`config.mk`:
```
export PLATFORM = sky130hd
export DESIGN_NAME = dual_bank_intc
export DESIGN_NICKNAME = d
export VERILOG_FILES = /design/src/rtl/intc_pkg.sv /design/src/rtl/intc_sync.sv /design/src/rtl/intc_bank.sv /design/src/rtl/intc_regif.sv /design/src/rtl/dual_bank_intc.sv
export SDC_FILE = /design/constraint.sdc
export NUM_CORES = 1
export LEC_CHECK = 0
export BUFFER_PORTS_ARGS = -buffer_cell sky130_fd_sc_hd__buf_2
export CORE_ASPECT_RATIO = 1.1
export CORE_UTILIZATION = 25
export CTS_BUF_LIST = sky130_fd_sc_hd__clkbuf_4 sky130_fd_sc_hd__clkbuf_8
export CTS_CLUSTER_SIZE = 40
export DETAILED_ROUTE_END_ITERATION = 16
export GPL_TIMING_DRIVEN = 0
export HOLD_SLACK_MARGIN = 0.06
export SLEW_MARGIN = 20
export SYNTH_ARGS = -nofsm -noshare
export SYNTH_HDL_FRONTEND = slang
export SYNTH_HIERARCHICAL = 1
export SYNTH_SLANG_ARGS = --single-unit
export TNS_END_PERCENT = 50
```
`constraint.sdc`:
```
create_clock -name clk -period 2.95 [get_ports clk]
set_clock_uncertainty 0.2 [all_clocks]
set_input_delay 0.295 -clock clk [delete_from_list [all_inputs] [get_ports clk]]
set_output_delay 0.295 -clock clk [all_outputs]
set_load 0.05 [all_outputs]
```
`src/rtl/intc_pkg.sv`:
```
// Package: shared types for the dual-bank interrupt controller.
// Assumes word-aligned register offsets, with eight word slots per bank.
package intc_pkg;

    // Word index of a register inside one bank (address bits [4:2]).
    typedef enum logic [2:0] {
        IDX_SRC  = 3'd0,
        IDX_EN   = 3'd1,
        IDX_ACK  = 3'd2,
        IDX_TYPE = 3'd3,
        IDX_EDGE = 3'd4,
        IDX_STAT = 3'd5
    } reg_idx_e;

    // Per-bank write strobes produced by the decoder.
    typedef struct packed {
        logic en;
        logic ack;
        logic typ;
        logic edg;
    } bank_wr_t;

    localparam int unsigned NUM_BANKS = 2;

endpackage

```
`src/rtl/intc_sync.sv`:
```
// Module: intc_sync
// Multi-flop synchroniser for a vector of asynchronous level signals.
// Assumes each bit is independent; no bus coherency is provided.
module intc_sync #(
    parameter int unsigned WIDTH  = 32,
    parameter int unsigned STAGES = 2
) (
    input  logic             clk,
    input  logic             rst_n,
    input  logic [WIDTH-1:0] async_i,
    output logic [WIDTH-1:0] sync_o
);

    logic [WIDTH-1:0] stage_q [STAGES];

    // Shift the inputs through the synchroniser chain.
    always_ff @(posedge clk) begin
        if (!rst_n) begin
            for (int i = 0; i < STAGES; i++) stage_q[i] <= '0;
        end else begin
            stage_q[0] <= async_i;
            for (int i = 1; i < STAGES; i++) stage_q[i] <= stage_q[i-1];
        end
    end

    assign sync_o = stage_q[STAGES-1];

endmodule

```
`src/rtl/intc_bank.sv`:
```
// Module: intc_bank
// One interrupt bank: enable, sense type, edge select, edge latches,
// masked status and a registered request output.
// Assumes lvl_i is synchronous and lvl_prev_i is lvl_i delayed one cycle.
module intc_bank
    import intc_pkg::*;
#(
    parameter int unsigned LINES = 32
) (
    input  logic             clk,
    input  logic             rst_n,
    input  logic [LINES-1:0] lvl_i,
    input  logic [LINES-1:0] lvl_prev_i,
    input  bank_wr_t         wr_i,
    input  logic [LINES-1:0] wdata_i,
    output logic [LINES-1:0] en_o,
    output logic [LINES-1:0] type_o,
    output logic [LINES-1:0] edge_o,
    output logic [LINES-1:0] stat_o,
    output logic             req_o
);

    logic [LINES-1:0] en_q, type_q, edge_q, latch_q;
    logic [LINES-1:0] rise, fall, edge_hit, ack_vec, latch_d, pending;
    logic             req_q;

    // Detect the configured edge on each edge-sensitive line.
    always_comb begin
        rise     = lvl_i & ~lvl_prev_i;
        fall     = ~lvl_i & lvl_prev_i;
        edge_hit = type_q & ((edge_q & rise) | (~edge_q & fall));
    end

    // Acknowledge clears set bits, a new edge wins, level lines keep no latch.
    always_comb begin
        ack_vec = wr_i.ack ? wdata_i : '0;
        latch_d = ((latch_q & ~ack_vec) | edge_hit) & type_q;
    end

    // Level lines follow the input, edge lines use the latch.
    always_comb begin
        pending = (type_q & latch_q) | (~type_q & lvl_i);
        stat_o  = pending & en_q;
    end

    // Configuration registers written from the bus.
    always_ff @(posedge clk) begin
        if (!rst_n) begin
            en_q   <= '0;
            type_q <= '0;
            edge_q <= '0;
        end else begin
            if (wr_i.en)  en_q   <= wdata_i;
            if (wr_i.typ) type_q <= wdata_i;
            if (wr_i.edg) edge_q <= wdata_i;
        end
    end

    // Sticky edge latches.
    always_ff @(posedge clk) begin
        if (!rst_n) latch_q <= '0;
        else        latch_q <= latch_d;
    end

    // Registered request towards the processor.
    always_ff @(posedge clk) begin
        if (!rst_n) req_q <= 1'b0;
        else        req_q <= |stat_o;
    end

    assign en_o   = en_q;
    assign type_o = type_q;
    assign edge_o = edge_q;
    assign req_o  = req_q;

    // right after reset the bank is disabled, level sensitive and quiet.
    p_reset_clean_r1: assert property (@(posedge clk) disable iff (!rst_n)
        $rose(rst_n) |-> (en_q == '0 && type_q == '0 && latch_q == '0 && !req_q));

    // request equals the OR of status from the previous cycle.
    p_req_tracks_status_r9: assert property (@(posedge clk) disable iff (!rst_n)
        1'b1 |=> (req_o == $past(|stat_o)));

    // a latch drops only when acknowledged or when its line left edge mode.
    p_latch_drop_r7: assert property (@(posedge clk) disable iff (!rst_n)
        1'b1 |=> ((($past(latch_q) & ~latch_q) & $past(type_q) & ~$past(ack_vec)) == '0));

    // R8 (and R5, R6): every detected edge is latched, even against an acknowledge.
    p_edge_sets_latch_r8: assert property (@(posedge clk) disable iff (!rst_n)
        1'b1 |=> ((latch_q & $past(edge_hit)) == $past(edge_hit)));

endmodule

```
`src/rtl/intc_regif.sv`:
```
// Module: intc_regif
// Address decoder and read multiplexer for both banks.
// Assumes byte addresses, word registers, and bank select on address bit 5.
module intc_regif
    import intc_pkg::*;
#(
    parameter int unsigned LINES  = 32,
    parameter int unsigned ADDR_W = 8
) (
    input  logic                            clk,
    input  logic                            rst_n,
    input  logic [ADDR_W-1:0]               addr_i,
    input  logic                            we_i,
    input  logic [LINES-1:0]                src_i,
    input  logic [NUM_BANKS-1:0][LINES-1:0] en_i,
    input  logic [NUM_BANKS-1:0][LINES-1:0] type_i,
    input  logic [NUM_BANKS-1:0][LINES-1:0] edge_i,
    input  logic [NUM_BANKS-1:0][LINES-1:0] stat_i,
    output bank_wr_t [NUM_BANKS-1:0]        wr_o,
    output logic [LINES-1:0]                rdata_o
);

    localparam int unsigned BANK_BIT = 5;

    reg_idx_e idx;
    logic     bank_sel;
    logic     hit;

    // Split the address and flag accesses to defined registers.
    always_comb begin
        idx      = reg_idx_e'(addr_i[4:2]);
        bank_sel = addr_i[BANK_BIT];
        hit      = (addr_i[1:0] == 2'b00) && (addr_i[4:2] <= 3'd5);
        if (ADDR_W > BANK_BIT + 1) begin
            if (addr_i >> (BANK_BIT + 1) != '0) hit = 1'b0;
        end
    end

    // Write strobes per bank; source and status are not writable.
    for (genvar b = 0; b < NUM_BANKS; b++) begin : g_wr
        logic sel;
        assign sel          = we_i && hit && (bank_sel == 1'(b));
        assign wr_o[b].en   = sel && (idx == IDX_EN);
        assign wr_o[b].ack  = sel && (idx == IDX_ACK);
        assign wr_o[b].typ  = sel && (idx == IDX_TYPE);
        assign wr_o[b].edg  = sel && (idx == IDX_EDGE);
    end

    // Read multiplexer; acknowledge and unmapped slots return zero.
    always_comb begin
        rdata_o = '0;
        if (hit) begin
            unique case (idx)
                IDX_SRC:  rdata_o = src_i;
                IDX_EN:   rdata_o = en_i[bank_sel];
                IDX_TYPE: rdata_o = type_i[bank_sel];
                IDX_EDGE: rdata_o = edge_i[bank_sel];
                IDX_STAT: rdata_o = stat_i[bank_sel];
                default:  rdata_o = '0;
            endcase
        end
    end

    // an access outside the map reads zero and strobes nothing.
    p_unmapped_quiet_r11: assert property (@(posedge clk) disable iff (!rst_n)
        !hit |-> (rdata_o == '0 && wr_o == '0));

endmodule

```
`src/rtl/dual_bank_intc.sv`:
```
// Module: dual_bank_intc
// Top level: synchronises the source lines and feeds two independent
// interrupt banks behind one register port.
// Assumes a single clock domain for the bus and both request outputs.
module dual_bank_intc
    import intc_pkg::*;
#(
    parameter int unsigned LINES       = 32,
    parameter int unsigned ADDR_W      = 8,
    parameter int unsigned SYNC_STAGES = 2
) (
    input  logic              clk,
    input  logic              rst_n,
    input  logic [LINES-1:0]  src_lines_i,
    input  logic [ADDR_W-1:0] bus_addr_i,
    input  logic              bus_we_i,
    input  logic [LINES-1:0]  bus_wdata_i,
    output logic [LINES-1:0]  bus_rdata_o,
    output logic              irq_o,
    output logic              fiq_o
);

    logic [LINES-1:0]                src_sync, src_prev;
    logic [NUM_BANKS-1:0][LINES-1:0] en_s, type_s, edge_s, stat_s;
    logic [NUM_BANKS-1:0]            req_s;
    bank_wr_t [NUM_BANKS-1:0]        wr_s;

    intc_sync #(.WIDTH(LINES), .STAGES(SYNC_STAGES)) u_sync (
        .clk     (clk),
        .rst_n   (rst_n),
        .async_i (src_lines_i),
        .sync_o  (src_sync)
    );

    // One-cycle history of the synchronised lines for edge detection.
    always_ff @(posedge clk) begin
        if (!rst_n) src_prev <= '0;
        else        src_prev <= src_sync;
    end

    intc_regif #(.LINES(LINES), .ADDR_W(ADDR_W)) u_regif (
        .clk     (clk),
        .rst_n   (rst_n),
        .addr_i  (bus_addr_i),
        .we_i    (bus_we_i),
        .src_i   (src_sync),
        .en_i    (en_s),
        .type_i  (type_s),
        .edge_i  (edge_s),
        .stat_i  (stat_s),
        .wr_o    (wr_s),
        .rdata_o (bus_rdata_o)
    );

    for (genvar b = 0; b < NUM_BANKS; b++) begin : g_bank
        intc_bank #(.LINES(LINES)) u_bank (
            .clk        (clk),
            .rst_n      (rst_n),
            .lvl_i      (src_sync),
            .lvl_prev_i (src_prev),
            .wr_i       (wr_s[b]),
            .wdata_i    (bus_wdata_i),
            .en_o       (en_s[b]),
            .type_o     (type_s[b]),
            .edge_o     (edge_s[b]),
            .stat_o     (stat_s[b]),
            .req_o      (req_s[b])
        );
    end

    assign irq_o = req_s[0];
    assign fiq_o = req_s[1];

    // a bank's request never rises while that bank had no status.
    p_bank_isolated_r10: assert property (@(posedge clk) disable iff (!rst_n)
        (stat_s[1] == '0) |=> !fiq_o);

endmodule

```
* After elaboration in Yosys (flattened, before gate mapping)
Memory sizes are Yosys's and may differ from the RTL's. Index checks and enable logic that the tools add are counted.
Word-level totals: memories kept 1, input port bits 75, logic and storage cells 88, output and inout bits 34, RAM bits 64, register bits 290
Cells by class: reductions and logical operators 17, eq/ne operators 5, order comparisons 2, muxes and demuxes 17, bitwise logic cells 35
Memories:
- u_sync.stage_q | depth 2, width 32, rd ports 2, clocked after Yosys merged registers in 0, write ports 2, RTL line intc_sync.sv:14 | logic [WIDTH-1:0] stage_q [STAGES];
Operators by type and width (number):
- AND 32 bit | 18
- 2-to-1 mux 32 bit | 13
- inverter 32 bit | 8
- bitwise OR 32 bit | 6
- one-hot mux 32 bit (5 select lines) | 1
- OR reduction 32 bit | 2
- logical AND 1 bit | 12
- nonzero test 8 bit | 1
- == test 3 x 2 -> 1 bit, second input constant | 2
- == test 3 bit, second input constant | 2
- == test 3 x 1 -> 1 bit, second input constant | 1
- less-or-equal comparator 3 bit, second input constant | 1
- zero test 3 bit | 1
- 2-to-1 mux 1 bit | 3
- zero test 2 bit | 1
- < comparator 1 x 2 -> 1 bit, second input constant | 1
- bitwise OR 1 bit | 2
- inverter 1 bit | 1

* Longest topological paths before layout
word-level depth 11, gate-level depth with buffers 8, mapped depth without buffers 6

* Hierarchy
Netlist, hierarchy kept.
By module, submodules not included:
- intc_bank | sequential area each 2582.5 µm², cells an instance 724, area an instance 5784.3 µm², instances 2
- intc_regif | sequential area each 0.0 µm², cells an instance 284, area an instance 2512.4 µm², instances 1
- intc_sync | sequential area each 1281.2 µm², cells an instance 166, area an instance 2031.9 µm², instances 1
- dual_bank_intc | sequential area each 640.6 µm², cells an instance 67, area an instance 895.9 µm², instances 1

* Least setup slack after synthesis
Ideal clock, no wire load.
path kind in2out, start in bus_addr_i[4], end out bus_rdata_o[12], buffers on the path 3, stages on the path 6, arrival time 1.833 ns, required time 2.455 ns, path slack 0.622 ns, cell sequence buf_4 and3b_1 clkbuf_1 buf_2 a22oi_1 a21oi_1
Between the ends: cells in the longest elaborated chain, start to end 4, elaborated cells on any way between the ends 10, classes of those cells order compare (1); eq/ne (4); mux (3); reduce/logical (2)
RTL lines:
- start, declared | RTL line dual_bank_intc.sv:15 | input logic [ADDR_W-1:0] bus_addr_i,
- less-or-equal comparator 3 bit | RTL line intc_regif.sv:33 | hit = (addr_i[1:0] == 2'b00) && (addr_i[4:2] <= 3'd5);
- logical AND 1 bit | RTL line intc_regif.sv:33
- 2-to-1 mux 1 bit | RTL line intc_regif.sv:35 | if (addr_i >> (BANK_BIT + 1) != '0) hit = 1'b0;
- 2-to-1 mux 32 bit * | RTL line intc_regif.sv:52 | if (hit) begin
- end, declared | RTL line dual_bank_intc.sv:18 | output logic [LINES-1:0] bus_rdata_o,
Every way passes the cells marked *; elsewhere a longest branch is shown, timed or not.

==> flow_metrics.tcl <==
set metrics [dict create \
    outcome "complete, no violations" \
    drc_errors 0 \
    worstSetupPathType "flop to output port" \
    drv_cap 0 \
    grt_usage_pct 16.4 \
    min_period_ns 2.91 \
    htreeDepth 2 \
    synth_top_family_by_area "multiplexers" \
    synthXorXnorAreaFrac_pct 0 \
    place_area_sq_um 18600 \
    synthSimpleGateAreaFrac_pct 19.6 \
    synth_mux_area_share_pct 23.5 \
    fin_crit_sh_pct 98.8 \
    overflow 0 \
    r2r-end "g_bank[0].u_bank/req_o$_SDFF_PN0_" \
    multi_input_area_sq_um 9180 \
    ys_seq_area_share_pct 41.7 \
    finalHoldViolations 0 \
    timing.rr.start "u_sync/stage_q[0][49]$_SDFF_PN0_" \
    cp.arrival_ns 2.42 \
    nFillCells 7103 \
    syn_to_final_growth_pct 22.9 \
    cts_buffer_depth 3 \
    fmax_mhz 343 \
    wire_per_inst_um 18.6 \
    synth_fa_ha_area_share_pct 0 \
    seq_area_sq_um 7130 \
    die_area_sq_um 69100 \
    cts_tree "done" \
    required_ns 2.46 \
    rsz0062_at_grt "true" \
    rows 99 \
    synth_compound_area_share_pct 9.29 \
    setup_viol 0 \
    synth_area_sq_um 17000 \
    dr.pass1.iters 7 \
    hpwl_mm 39.1 \
    finalSetupTns_ns 0 \
    endpoint_kind "output port" \
    fin_nets 2284 \
    critPathLaunchType "flop" \
    port_buffers 105 \
    grt_max_degree 18 \
    ys_ff_latch 354 \
    cts-root-buf "clkbuf_8" \
    hold_class "primary input to flop" \
    ant_nets 0 \
    critPathMaxFanout 4 \
    ys_warn_count 6 \
    whs_path_depth 6 \
    syn_inst 1965 \
    syn_nets 2040 \
    holdCritStartpoint "bus_addr_i[4]" \
    avgViaCountPerCell 4.74 \
    core_region_area_sq_um 66800 \
    final_cell_area_sq_um 20900 \
    gp_congestion 0.875 \
    synth_top_area_share_pct 41.7 \
    dr_total_vias 14700 \
    drt_iter0_drc 1311 \
    cts_made_buffers 60 \
    grt_pass1_vias 14100 \
    worstMarginPinSlew_ns 0.898 \
    power_density_nw_per_um2 481 \
    die_h_um 276 \
    routed_wl_mm 57.6 \
    startpoint "g_bank[1].u_bank/type_o[28]$_SDFFE_PN0P_" \
    ios 109 \
    leakage_nw 7.30 \
    reg2reg_setup_slack_ns 0.50 \
    synth_area_leaders "dfxtp_1 (42%), mux2i_1 (15%), nor2_1 (8.7%), nand2_1 (5.7%), mux2_2 (5.6%)" \
    cts.clk_slew.worst_paths_ns 0.06 \
    maxSlewViolCount 0 \
    rr_worst_depth 6 \
    fp.dieW_um 251 \
    grt_pass1_wl_mm 86.2 \
    ys_types 33 \
    ir_drop_v 0.000283 \
    start_util_pct 25.5 \
    syn_avg_cell_area_sq_um 8.66 \
    insertion_delay_ns 0.68 \
    power_mw 10.0 \
    cts_num_sinks 354 \
    hold-path-endpoint "g_bank[0].u_bank/edge_o[31]$_SDFFE_PN0P_" \
    drive_gt1_share_pct 26.2 \
    antenna_found_initial 3 \
    slew_headroom_pct 40.1 \
    synth_top_area_cell "dfxtp_1" \
]
## sequential cells by signal (all words and copies together), names as in the netlist
signal,cells
g_bank.u_bank/edge_o,64
g_bank.u_bank/en_o,64
g_bank.u_bank/latch_q,64
g_bank.u_bank/req_o,2
g_bank.u_bank/type_o,64
src_prev,32
u_sync/stage_q,64
## layout by cell type (no fill, tap or decap), drive strengths merged, types with 6 or more instances in the layout
cell type,n
nor4,9
mux2i,258
clkinv,6
mux2,126
a22oi,31
dlygate4sd3,67
a21oi,160
o22ai,32
clkbuf,121
and2,96
a222oi,32
nand2,258
buf,217
dfxtp,354
inv,68
nor2,393
## layout make-up
type | instances | area share (%)
repair buffers | 183 | 6.39
inverters | 66 | 1.18
flip-flops and latches | 354 | 34.1
well taps | 858 | 5.13
clock buffers | 88 | 5.25
clock inverters | 9 | 0.395
plain buffers | 134 | 3.63
multi-input cells | 1410 | 43.9
diodes | 1 | 0.0120
## routing by layer
metal	global-route usage, %	vias up	routed length (um)
li1	-	7115	-
met1	21.9	6950	25600
met2	26.5	541	25800
met3	3.81	112	4810
met4	4.63	4	1360
met5	0	-	22
## how the worst max path moves through the flow
stage | slack [ns] | to | cells past startpoint
6_report | 0.04 | bus_rdata_o[28] | 6
5_1_grt | -0.03 | bus_rdata_o[31] | 6
4_1_cts | -0.02 | bus_rdata_o[31] | 6
3_5_place_dp | -0.12 | bus_rdata_o[13] | 6
3_3_place_gp | -0.16 | bus_rdata_o[30] | 6
2_1_floorplan | 0.62 | bus_rdata_o[12] | 6
## logic make-up after synthesis
group	Yosys count
AND/OR/NAND/NOR	768
multiplexers	384
flip-flops	354
AO/OA/AOI/OAI	258
buffers and inverters	201
## cells in the mapped netlist
| cell | n |
|---|---|
| mux2_1 | 40 |
| clkbuf_1 | 22 |
| nor4_1 | 8 |
| clkbuf_2 | 9 |
| nand2_1 | 258 |
| nand3b_1 | 1 |
| a41oi_1 | 2 |
| nor4_2 | 1 |
| and2_2 | 96 |
| nand3_1 | 1 |
| mux2i_1 | 258 |
| or2_2 | 1 |
| buf_4 | 40 |
| mux2_4 | 1 |
| a21oi_1 | 160 |
| a22oi_1 | 31 |
| nor2_1 | 393 |
| nor3_2 | 1 |
| inv_1 | 64 |
| a222oi_1 | 32 |
| nand4b_1 | 1 |
| nor3b_2 | 2 |
| o22ai_1 | 32 |
| buf_6 | 2 |
| nand4_1 | 1 |
| nand2b_1 | 1 |
| mux2_2 | 85 |
| dfxtp_1 | 354 |
| or3b_1 | 1 |
| inv_2 | 2 |
| and3b_1 | 2 |
| buf_2 | 62 |
| o22a_1 | 1 |
## worst max-delay path: stages, from the launching register on
cell and delay, ns:
dfxtp_1 0.39, mux2i_1 0.30, nor2_1 0.08, mux2_2 0.27, a22oi_1 0.28, a21oi_1 0.17, buf_2 0.25
## power by group
part	total, mW	internal [mW]	switching (mW)	leakage [nW]
registers	4.86	4.83	0.0242	2.88
clock network	4.49	2.45	2.04	0.636
logic	0.703	0.261	0.442	3.78
total	10.0	7.54	2.51	7.30
## through the flow
step	util (%)	setup slack [ns]	cells	hold slack, ns
floorplan	-	0.622	1965	0.220
global placement	27.9	-0.162	2928	0.229
detailed placement	27.9	-0.118	2928	0.228
CTS	30.9	-0.0187	3095	0.0698
global route	31.3	-0.0293	3102	0.115
finish	31.3	0.0363	3103	0.108
## timing repair
action / CTS / global route
pin swaps: 0 / 20
setup buffers: 3 / 8
hold buffers: 67 / 0
setup endpoints to repair: 22 / 18
hold endpoints to repair: 293 / 0
gates resized for setup: 35 / 80
(Power assumes the default switching activity.)
